<file path="src/rtl/adc_seq_pkg.sv">
package adc_seq_pkg;

    typedef enum logic [3:0] {
        S_IDLE,
        S_CONV_SETUP,
        S_CONV_PULSE,
        S_STS_BLANK,
        S_BUSY_WAIT,
        S_RD_SETUP,
        S_RD_PULSE,
        S_DONE,
        S_FAULT
    } seq_state_t;

    function automatic int unsigned ns_to_cycles(int unsigned ns, int unsigned period_ns);
        return (ns + period_ns - 1) / period_ns;
    endfunction

    function automatic int unsigned umax(int unsigned a, int unsigned b);
        return (a > b) ? a : b;
    endfunction

endpackage

</file>
<file path="src/rtl/adc_seq_timer.sv">
module adc_seq_timer #(
    parameter int W = 12
) (
    input  logic         clk_i,
    input  logic         rst_i,
    input  logic         load_i,
    input  logic [W-1:0] load_val_i,
    output logic         zero_o
);

    logic [W-1:0] cnt_q;

    always_ff @(posedge clk_i) begin
        if (rst_i) begin
            cnt_q <= '0;
        end else if (load_i) begin
            cnt_q <= load_val_i;
        end else if (cnt_q != '0) begin
            cnt_q <= cnt_q - 1'b1;
        end
    end

    assign zero_o = (cnt_q == '0);

endmodule

</file>
<file path="src/rtl/adc_seq_assemble.sv">
module adc_seq_assemble #(
    parameter int BYTE_W = 8,
    parameter int RES_W  = 12
) (
    input  logic              clk_i,
    input  logic              rst_i,
    input  logic              clear_i,
    input  logic              take_hi_i,
    input  logic              take_lo_i,
    input  logic [BYTE_W-1:0] byte_i,
    output logic [RES_W-1:0]  result_o
);

    localparam int LO_W = RES_W - BYTE_W;

    logic [RES_W-1:0] res_q;

    always_ff @(posedge clk_i) begin
        if (rst_i || clear_i) begin
            res_q <= '0;
        end else begin
            if (take_hi_i) begin
                res_q[RES_W-1 -: BYTE_W] <= byte_i;
            end
            if (take_lo_i) begin
                res_q[LO_W-1:0] <= byte_i[BYTE_W-1 -: LO_W];
            end
        end
    end

    assign result_o = res_q;

endmodule

</file>
<file path="src/rtl/adc_access_seq.sv">
module adc_access_seq
    import adc_seq_pkg::*;
#(
    parameter int CLK_PERIOD_NS     = 10,
    parameter int CS_SETUP_NS       = 300,
    parameter int RC_SETUP_NS       = 250,
    parameter int CE_PULSE_NS       = 300,
    parameter int CS_HOLD_NS        = 200,
    parameter int AO_HOLD_NS        = 300,
    parameter int STS_DELAY_NS      = 400,
    parameter int CONV8_MAX_NS      = 24000,
    parameter int CONV12_MAX_NS     = 35000,
    parameter int TIMEOUT_MARGIN_NS = 1000,
    parameter int BYTE_W            = 8,
    parameter int RES_W             = 12
) (
    input  logic              clk_i,
    input  logic              rst_i,
    input  logic              start_i,
    input  logic              short_i,
    output logic              ready_o,
    output logic [RES_W-1:0]  result_o,
    output logic              result_valid_o,
    output logic              timeout_o,
    output logic              adc_ce_o,
    output logic              adc_cs_n_o,
    output logic              adc_rc_o,
    output logic              adc_ao_o,
    input  logic              adc_sts_i,
    input  logic [BYTE_W-1:0] adc_data_i
);

    localparam int unsigned CYC_SETUP =
        ns_to_cycles(umax(CS_SETUP_NS, RC_SETUP_NS), CLK_PERIOD_NS);
    localparam int unsigned CYC_PULSE =
        ns_to_cycles(umax(CE_PULSE_NS, umax(CS_HOLD_NS, AO_HOLD_NS)), CLK_PERIOD_NS);
    localparam int unsigned CYC_BLANK = ns_to_cycles(STS_DELAY_NS, CLK_PERIOD_NS);
    localparam int unsigned CYC_TO8   =
        ns_to_cycles(CONV8_MAX_NS + TIMEOUT_MARGIN_NS, CLK_PERIOD_NS);
    localparam int unsigned CYC_TO12  =
        ns_to_cycles(CONV12_MAX_NS + TIMEOUT_MARGIN_NS, CLK_PERIOD_NS);
    localparam int unsigned LONGEST   =
        umax(umax(CYC_TO8, CYC_TO12), umax(CYC_BLANK, umax(CYC_SETUP, CYC_PULSE)));
    localparam int CNT_W = $clog2(LONGEST + 1);

    localparam logic [CNT_W-1:0] LD_SETUP = CNT_W'(CYC_SETUP - 1);
    localparam logic [CNT_W-1:0] LD_PULSE = CNT_W'(CYC_PULSE - 1);
    localparam logic [CNT_W-1:0] LD_BLANK = CNT_W'(CYC_BLANK - 1);
    localparam logic [CNT_W-1:0] LD_TO8   = CNT_W'(CYC_TO8 - 1);
    localparam logic [CNT_W-1:0] LD_TO12  = CNT_W'(CYC_TO12 - 1);

    seq_state_t       state_q, state_d;
    logic             short_q;
    logic             lo_phase_q, lo_phase_d;
    logic             tmr_load;
    logic [CNT_W-1:0] tmr_val;
    logic             tmr_zero;
    logic             asm_clear, asm_take_hi, asm_take_lo;

    // State register and command capture
    always_ff @(posedge clk_i) begin
        if (rst_i) begin
            state_q    <= S_IDLE;
            short_q    <= 1'b0;
            lo_phase_q <= 1'b0;
        end else begin
            state_q    <= state_d;
            lo_phase_q <= lo_phase_d;
            if (state_q == S_IDLE && start_i) begin
                short_q <= short_i;
            end
        end
    end

    // Transitions, interval loads and capture strobes
    always_comb begin
        state_d     = state_q;
        lo_phase_d  = lo_phase_q;
        tmr_load    = 1'b0;
        tmr_val     = '0;
        asm_clear   = 1'b0;
        asm_take_hi = 1'b0;
        asm_take_lo = 1'b0;
        unique case (state_q)
            S_IDLE: begin
                if (start_i) begin
                    state_d   = S_CONV_SETUP;
                    tmr_load  = 1'b1;
                    tmr_val   = LD_SETUP;
                    asm_clear = 1'b1;
                end
            end
            S_CONV_SETUP: begin
                if (tmr_zero) begin
                    state_d  = S_CONV_PULSE;
                    tmr_load = 1'b1;
                    tmr_val  = LD_PULSE;
                end
            end
            S_CONV_PULSE: begin
                if (tmr_zero) begin
                    state_d  = S_STS_BLANK;
                    tmr_load = 1'b1;
                    tmr_val  = LD_BLANK;
                end
            end
            S_STS_BLANK: begin
                if (tmr_zero) begin
                    state_d  = S_BUSY_WAIT;
                    tmr_load = 1'b1;
                    tmr_val  = short_q ? LD_TO8 : LD_TO12;
                end
            end
            S_BUSY_WAIT: begin
                if (!adc_sts_i) begin
                    state_d    = S_RD_SETUP;
                    lo_phase_d = 1'b0;
                    tmr_load   = 1'b1;
                    tmr_val    = LD_SETUP;
                end else if (tmr_zero) begin
                    state_d = S_FAULT;
                end
            end
            S_RD_SETUP: begin
                if (tmr_zero) begin
                    state_d  = S_RD_PULSE;
                    tmr_load = 1'b1;
                    tmr_val  = LD_PULSE;
                end
            end
            S_RD_PULSE: begin
                if (tmr_zero) begin
                    asm_take_hi = !lo_phase_q;
                    asm_take_lo = lo_phase_q;
                    if (!lo_phase_q && !short_q) begin
                        state_d    = S_RD_SETUP;
                        lo_phase_d = 1'b1;
                        tmr_load   = 1'b1;
                        tmr_val    = LD_SETUP;
                    end else begin
                        state_d = S_DONE;
                    end
                end
            end
            S_DONE:  state_d = S_IDLE;
            S_FAULT: state_d = S_IDLE;
            default: state_d = S_IDLE;
        endcase
    end

    // Pin and strobe decode
    always_comb begin
        ready_o        = 1'b0;
        result_valid_o = 1'b0;
        timeout_o      = 1'b0;
        adc_ce_o       = 1'b0;
        adc_cs_n_o     = 1'b1;
        adc_rc_o       = 1'b1;
        adc_ao_o       = 1'b0;
        unique case (state_q)
            S_IDLE:       ready_o = 1'b1;
            S_CONV_SETUP: begin
                adc_cs_n_o = 1'b0;
                adc_rc_o   = 1'b0;
                adc_ao_o   = short_q;
            end
            S_CONV_PULSE: begin
                adc_ce_o   = 1'b1;
                adc_cs_n_o = 1'b0;
                adc_rc_o   = 1'b0;
                adc_ao_o   = short_q;
            end
            S_STS_BLANK, S_BUSY_WAIT: ;
            S_RD_SETUP: begin
                adc_cs_n_o = 1'b0;
                adc_ao_o   = lo_phase_q;
            end
            S_RD_PULSE: begin
                adc_ce_o   = 1'b1;
                adc_cs_n_o = 1'b0;
                adc_ao_o   = lo_phase_q;
            end
            S_DONE:  result_valid_o = 1'b1;
            S_FAULT: timeout_o      = 1'b1;
            default: ;
        endcase
    end

    adc_seq_timer #(.W(CNT_W)) u_timer (
        .clk_i      (clk_i),
        .rst_i      (rst_i),
        .load_i     (tmr_load),
        .load_val_i (tmr_val),
        .zero_o     (tmr_zero)
    );

    adc_seq_assemble #(.BYTE_W(BYTE_W), .RES_W(RES_W)) u_assemble (
        .clk_i     (clk_i),
        .rst_i     (rst_i),
        .clear_i   (asm_clear),
        .take_hi_i (asm_take_hi),
        .take_lo_i (asm_take_lo),
        .byte_i    (adc_data_i),
        .result_o  (result_o)
    );

endmodule

</file>
<file path="config.mk">
export PLATFORM = sky130hd
export DESIGN_NAME = adc_access_seq
export DESIGN_NICKNAME = d
export VERILOG_FILES = /design/src/rtl/adc_seq_pkg.sv /design/src/rtl/adc_seq_timer.sv /design/src/rtl/adc_seq_assemble.sv /design/src/rtl/adc_access_seq.sv
export SDC_FILE = /design/constraint.sdc
export NUM_CORES = 1
export LEC_CHECK = 0
export BUFFER_PORTS_ARGS = -buffer_cell sky130_fd_sc_hd__buf_2
export CAP_MARGIN = 10
export CELL_PAD_IN_SITES_DETAIL_PLACEMENT = 0
export CELL_PAD_IN_SITES_GLOBAL_PLACEMENT = 1
export CORE_ASPECT_RATIO = 0.6
export CORE_UTILIZATION = 37
export CTS_BUF_LIST = sky130_fd_sc_hd__clkbuf_8
export DETAILED_ROUTE_END_ITERATION = 16
export GPL_TIMING_DRIVEN = 0
export PLACE_DENSITY_LB_ADDON = 0.3
export RECOVER_POWER = 100
export SETUP_SLACK_MARGIN = 0.15
export SLEW_MARGIN = 15
export SYNTH_ARGS = -nofsm -noshare
export SYNTH_HDL_FRONTEND = slang
export SYNTH_SLANG_ARGS = --single-unit
</file>
<file path="constraint.sdc">
create_clock -name clk_i -period 2.1 [get_ports clk_i]
set_input_delay 0 -clock clk_i [delete_from_list [all_inputs] [get_ports clk_i]]
set_output_delay 0 -clock clk_i [all_outputs]
set_load 0.01 [all_outputs]
</file>
==> impl_metrics.ini <==
[finish]
diode_count = 0
area_growth_syn_to_layout_pct = 40.9
area_of_all_placed_cells_without_fillers_mm2 = 0.00229
fin_cells = 321
fill_cells = 387
final_core_util_pct = 54.9
fin_nets = 276
final_layout_size_suffix_gt1_share_pct = 26.8

[detailed_routing]
drtPass1Iterations = 5
ant_nets = 0
via_count = 1688
routed_wl_um = 4770
drt-wirelength-per-cell_um = 14.9
detail_route.vias_per_cell = 5.26
drc = 0
initialDrtViolationCount = 142

[clocking]
clkSinkCount = 30
worstSkewPairLatency_ps = 280
htree_num_levels = 2
clock_path_buffers = 2
clk_pin_slew_worst_paths_ps = 70
cts-buffers-inserted = 5
clock_tree_from_tritoncts = built
cts_root_buffer = sky130_fd_sc_hd__clkbuf_8

[global_routing]
antenna_found_initial = 0
gr-total-overflow = 0
grt_first_pass_wirelength_um = 7300
grt_start_max_net_pins = 11
globalRouteTotalUtil_pct = 21.3
first_global_vias = 1429

[timing]
hold_viol_final = 0
max_slew_margin_vs_limit_pct = 59.8
finClkSkew_ps = 4.58
fin_crit_ps = 2230
setup-violations-final = 16
finalMaxSlewViolations = 0
fmax_mhz = 449
timing_worst_slew_pin_value_ps = 601
rsz0062_at_grt = yes
timing.final.crit_share_pct = 106
timing.final.ws_setup_ps = -129

[critical_path]
critPathMaxFanout = 8
worst_setup_path_start_kind = register
reg_to_reg_startpoint = u_timer.cnt_q[1]
worst_ep_required_time_ps = 2270
worst-r2r-cell-count = 8
crit_type = reg2reg
end_kind = register
worstPathArrival_ps = 2400
worstSetupStartpoint = u_timer.cnt_q[1]

[placement]
place_inst = 290
port_buffers = 30
dpl_cell_area_mm2 = 0.00186
gpl.final_weighted_congestion = 0.822
place_ws_ps = -402
dp_hpwl_um = 3230

[floorplan]
placeableCoreArea_mm2 = 0.00417
die_width_um = 87.5
initial_util_pct = 38.9
core.rowCount = 18
io_pins = 32
design.die.area_mm2 = 0.00466
fp.dieH_um = 53.3

[logic_synthesis]
synth-adder-area-share_pct = 1.54
synth.mux.area_fraction_pct = 9.25
syn_nets = 215
postSynthRegisterBits = 30
synthesis.area_mm2 = 0.00162
synth_compound_gate_area_share_pct = 17.3
postSynthCellCount = 200
synth_simple_gate_area_share_pct = 24.8
yosys_warnings = 0
synth_top_family_by_area = simple AND/OR/NAND/NOR gates
synthDistinctLibCells = 40
synth_xor_xnor_area_share_pct = 4.32
synth_seq_area_share_pct = 37.0
avg_inst_size_synth_um2 = 8.11

[power_and_ir_drop]
power.density_mw_per_mm2 = 1540
cellLeakagePower_nw = 0.881
power.ir.vdd_worst_uv = 625

[min_path]
timing.hold.worst.start = start_i
timing.hold.worst.class = in2reg
worst_hold_path_cells = 3

[outcome]
violations = setup timing
status = complete, but fails checks

[run]
cap_violations = 0
what timing repair did:
item,CTS,global route
hold buffers,9,0
gates resized for setup,22,21
endpoints found under the setup margin,29,30
endpoints found under the hold margin,13,0
setup buffers,9,6
pin swaps,7,16
critical path, stage by stage, from the launching register on:
cell,delay (ps)
sky130_fd_sc_hd__dfxtp_2,330
sky130_fd_sc_hd__inv_2,70
sky130_fd_sc_hd__ha_4,120
sky130_fd_sc_hd__or4b_4,490
sky130_fd_sc_hd__or3_4,380
sky130_fd_sc_hd__nor4_4,270
sky130_fd_sc_hd__buf_12,180
sky130_fd_sc_hd__mux2i_2,210
sky130_fd_sc_hd__nor2_1,70
where the power goes:
part	internal [mW]	leakage, nW	switching [mW]
registers	0.714	0.246	0.119
logic	1.03	0.591	1.21
clock network	0.222	0.0438	0.222
total	1.96	0.881	1.55
stage by stage:
| stage | hold slack [ps] | setup TNS [ps] | power [mW] |
|---|---|---|---|
| global route | 45.7 | -3170 | 3.75 |
| finish | 10.7 | -1180 | 3.51 |
| global placement | 234 | -6600 | 2.43 |
| CTS | 6.64 | -1240 | 3.21 |
| floorplan | 144 | -1170 | 2.04 |
| detailed placement | 242 | -6780 | 2.43 |
flip-flops by register name, summed over array words and instances (netlist names):
signal / flops
u_assemble.result_o: 12
u_timer.cnt_q: 12
state_q: 4
lo_phase_q: 1
short_q: 1
routing by layer:
| metal | wire (µm) | GRT usage, % | vias up |
|---|---|---|---|
| met1 | 2600 | 34.5 | 798 |
| li1 | - | - | 833 |
| met3 | 277 | 5.15 | 4 |
| met5 | 0 | 0 | - |
| met2 | 1860 | 25.7 | 53 |
| met4 | 25 | 5.74 | 0 |
cell usage in the layout (no fill, tap or decap), types with 5 or more instances in the layout:
cell and instances:
sky130_fd_sc_hd__clkbuf_1 26, sky130_fd_sc_hd__nor2_1 26, sky130_fd_sc_hd__dfxtp_1 25, sky130_fd_sc_hd__a21oi_1 15, sky130_fd_sc_hd__mux2i_1 14, sky130_fd_sc_hd__nand2_1 14
sky130_fd_sc_hd__buf_2 12, sky130_fd_sc_hd__buf_4 11, sky130_fd_sc_hd__inv_1 9, sky130_fd_sc_hd__dlygate4sd3_1 9, sky130_fd_sc_hd__nand2b_1 7, sky130_fd_sc_hd__nor3_1 7
sky130_fd_sc_hd__xor2_1 5, sky130_fd_sc_hd__clkbuf_8 5
Yosys cell counts:
| cell type | n | area (µm²) |
|---|---|---|
| sky130_fd_sc_hd__a221oi_1 | 1 | 8.76 |
| sky130_fd_sc_hd__xor2_1 | 5 | 43.8 |
| sky130_fd_sc_hd__or4_1 | 2 | 15.0 |
| sky130_fd_sc_hd__clkbuf_1 | 9 | 33.8 |
| sky130_fd_sc_hd__dfxtp_1 | 30 | 601 |
| sky130_fd_sc_hd__nor2_1 | 27 | 101 |
| sky130_fd_sc_hd__inv_1 | 11 | 41.3 |
| sky130_fd_sc_hd__or3b_2 | 2 | 17.5 |
| sky130_fd_sc_hd__nand2_1 | 14 | 52.6 |
| sky130_fd_sc_hd__a311oi_1 | 1 | 8.76 |
| sky130_fd_sc_hd__a32oi_1 | 2 | 17.5 |
| sky130_fd_sc_hd__a311o_1 | 1 | 10.0 |
| sky130_fd_sc_hd__and4_1 | 1 | 8.76 |
| sky130_fd_sc_hd__a21o_1 | 1 | 7.51 |
| sky130_fd_sc_hd__or4b_1 | 1 | 10.0 |
| sky130_fd_sc_hd__o31ai_2 | 1 | 12.5 |
| sky130_fd_sc_hd__a31oi_1 | 3 | 18.8 |
| sky130_fd_sc_hd__a22oi_1 | 1 | 7.51 |
| sky130_fd_sc_hd__a31o_2 | 1 | 8.76 |
| sky130_fd_sc_hd__o221ai_1 | 1 | 8.76 |
| sky130_fd_sc_hd__or2_2 | 2 | 12.5 |
| sky130_fd_sc_hd__o31ai_1 | 1 | 7.51 |
| sky130_fd_sc_hd__nor4_4 | 1 | 21.3 |
| sky130_fd_sc_hd__nand2b_1 | 7 | 43.8 |
| sky130_fd_sc_hd__a211oi_1 | 4 | 30.0 |
| sky130_fd_sc_hd__or3_1 | 2 | 12.5 |
| sky130_fd_sc_hd__buf_1 | 1 | 3.75 |
| sky130_fd_sc_hd__nor4b_1 | 1 | 8.76 |
| sky130_fd_sc_hd__ha_1 | 2 | 25.0 |
| sky130_fd_sc_hd__a21oi_1 | 18 | 90.1 |
| sky130_fd_sc_hd__nor3_1 | 10 | 50.1 |
| sky130_fd_sc_hd__or3_4 | 1 | 11.3 |
| sky130_fd_sc_hd__nand3_1 | 5 | 25.0 |
| sky130_fd_sc_hd__buf_2 | 3 | 15.0 |
| sky130_fd_sc_hd__o311a_1 | 1 | 10.0 |
| sky130_fd_sc_hd__o21ai_0 | 5 | 25.0 |
| sky130_fd_sc_hd__xnor2_1 | 3 | 26.3 |
| sky130_fd_sc_hd__a2bb2oi_1 | 1 | 8.76 |
| sky130_fd_sc_hd__nor4_1 | 2 | 12.5 |
| sky130_fd_sc_hd__mux2i_1 | 15 | 150 |
cell type report:
class | instances | area [µm²] | area share, %
repair buffers | 54 | 353 | 15.4
clock inverters | 2 | 10.0 | 0.438
well taps | 60 | 75.1 | 3.28
inverters | 11 | 41.3 | 1.81
flip-flops and latches | 30 | 609 | 26.7
plain buffers | 13 | 71.3 | 3.12
clock buffers | 5 | 68.8 | 3.01
multi-input cells | 146 | 1060 | 46.3
logic make-up after synthesis:
family | after synthesis
muxes | 15
DFF | 30
xor gates and xnor gates | 8
AOI/OAI and AO/OA | 43
buffers and inverters | 24
adders and majority gates | 2
and+or+nand+nor | 78
final timing paths:
kind / slack (ps) / to
setup / recovery: -130 / u_assemble.result_o[7]
hold / removal: 10 / short_q
setup reg to reg: -130 / u_assemble.result_o[7]
hold reg to reg: 500 / u_assemble.result_o[11]
No activity file was read; power rests on OpenSTA's default activity.
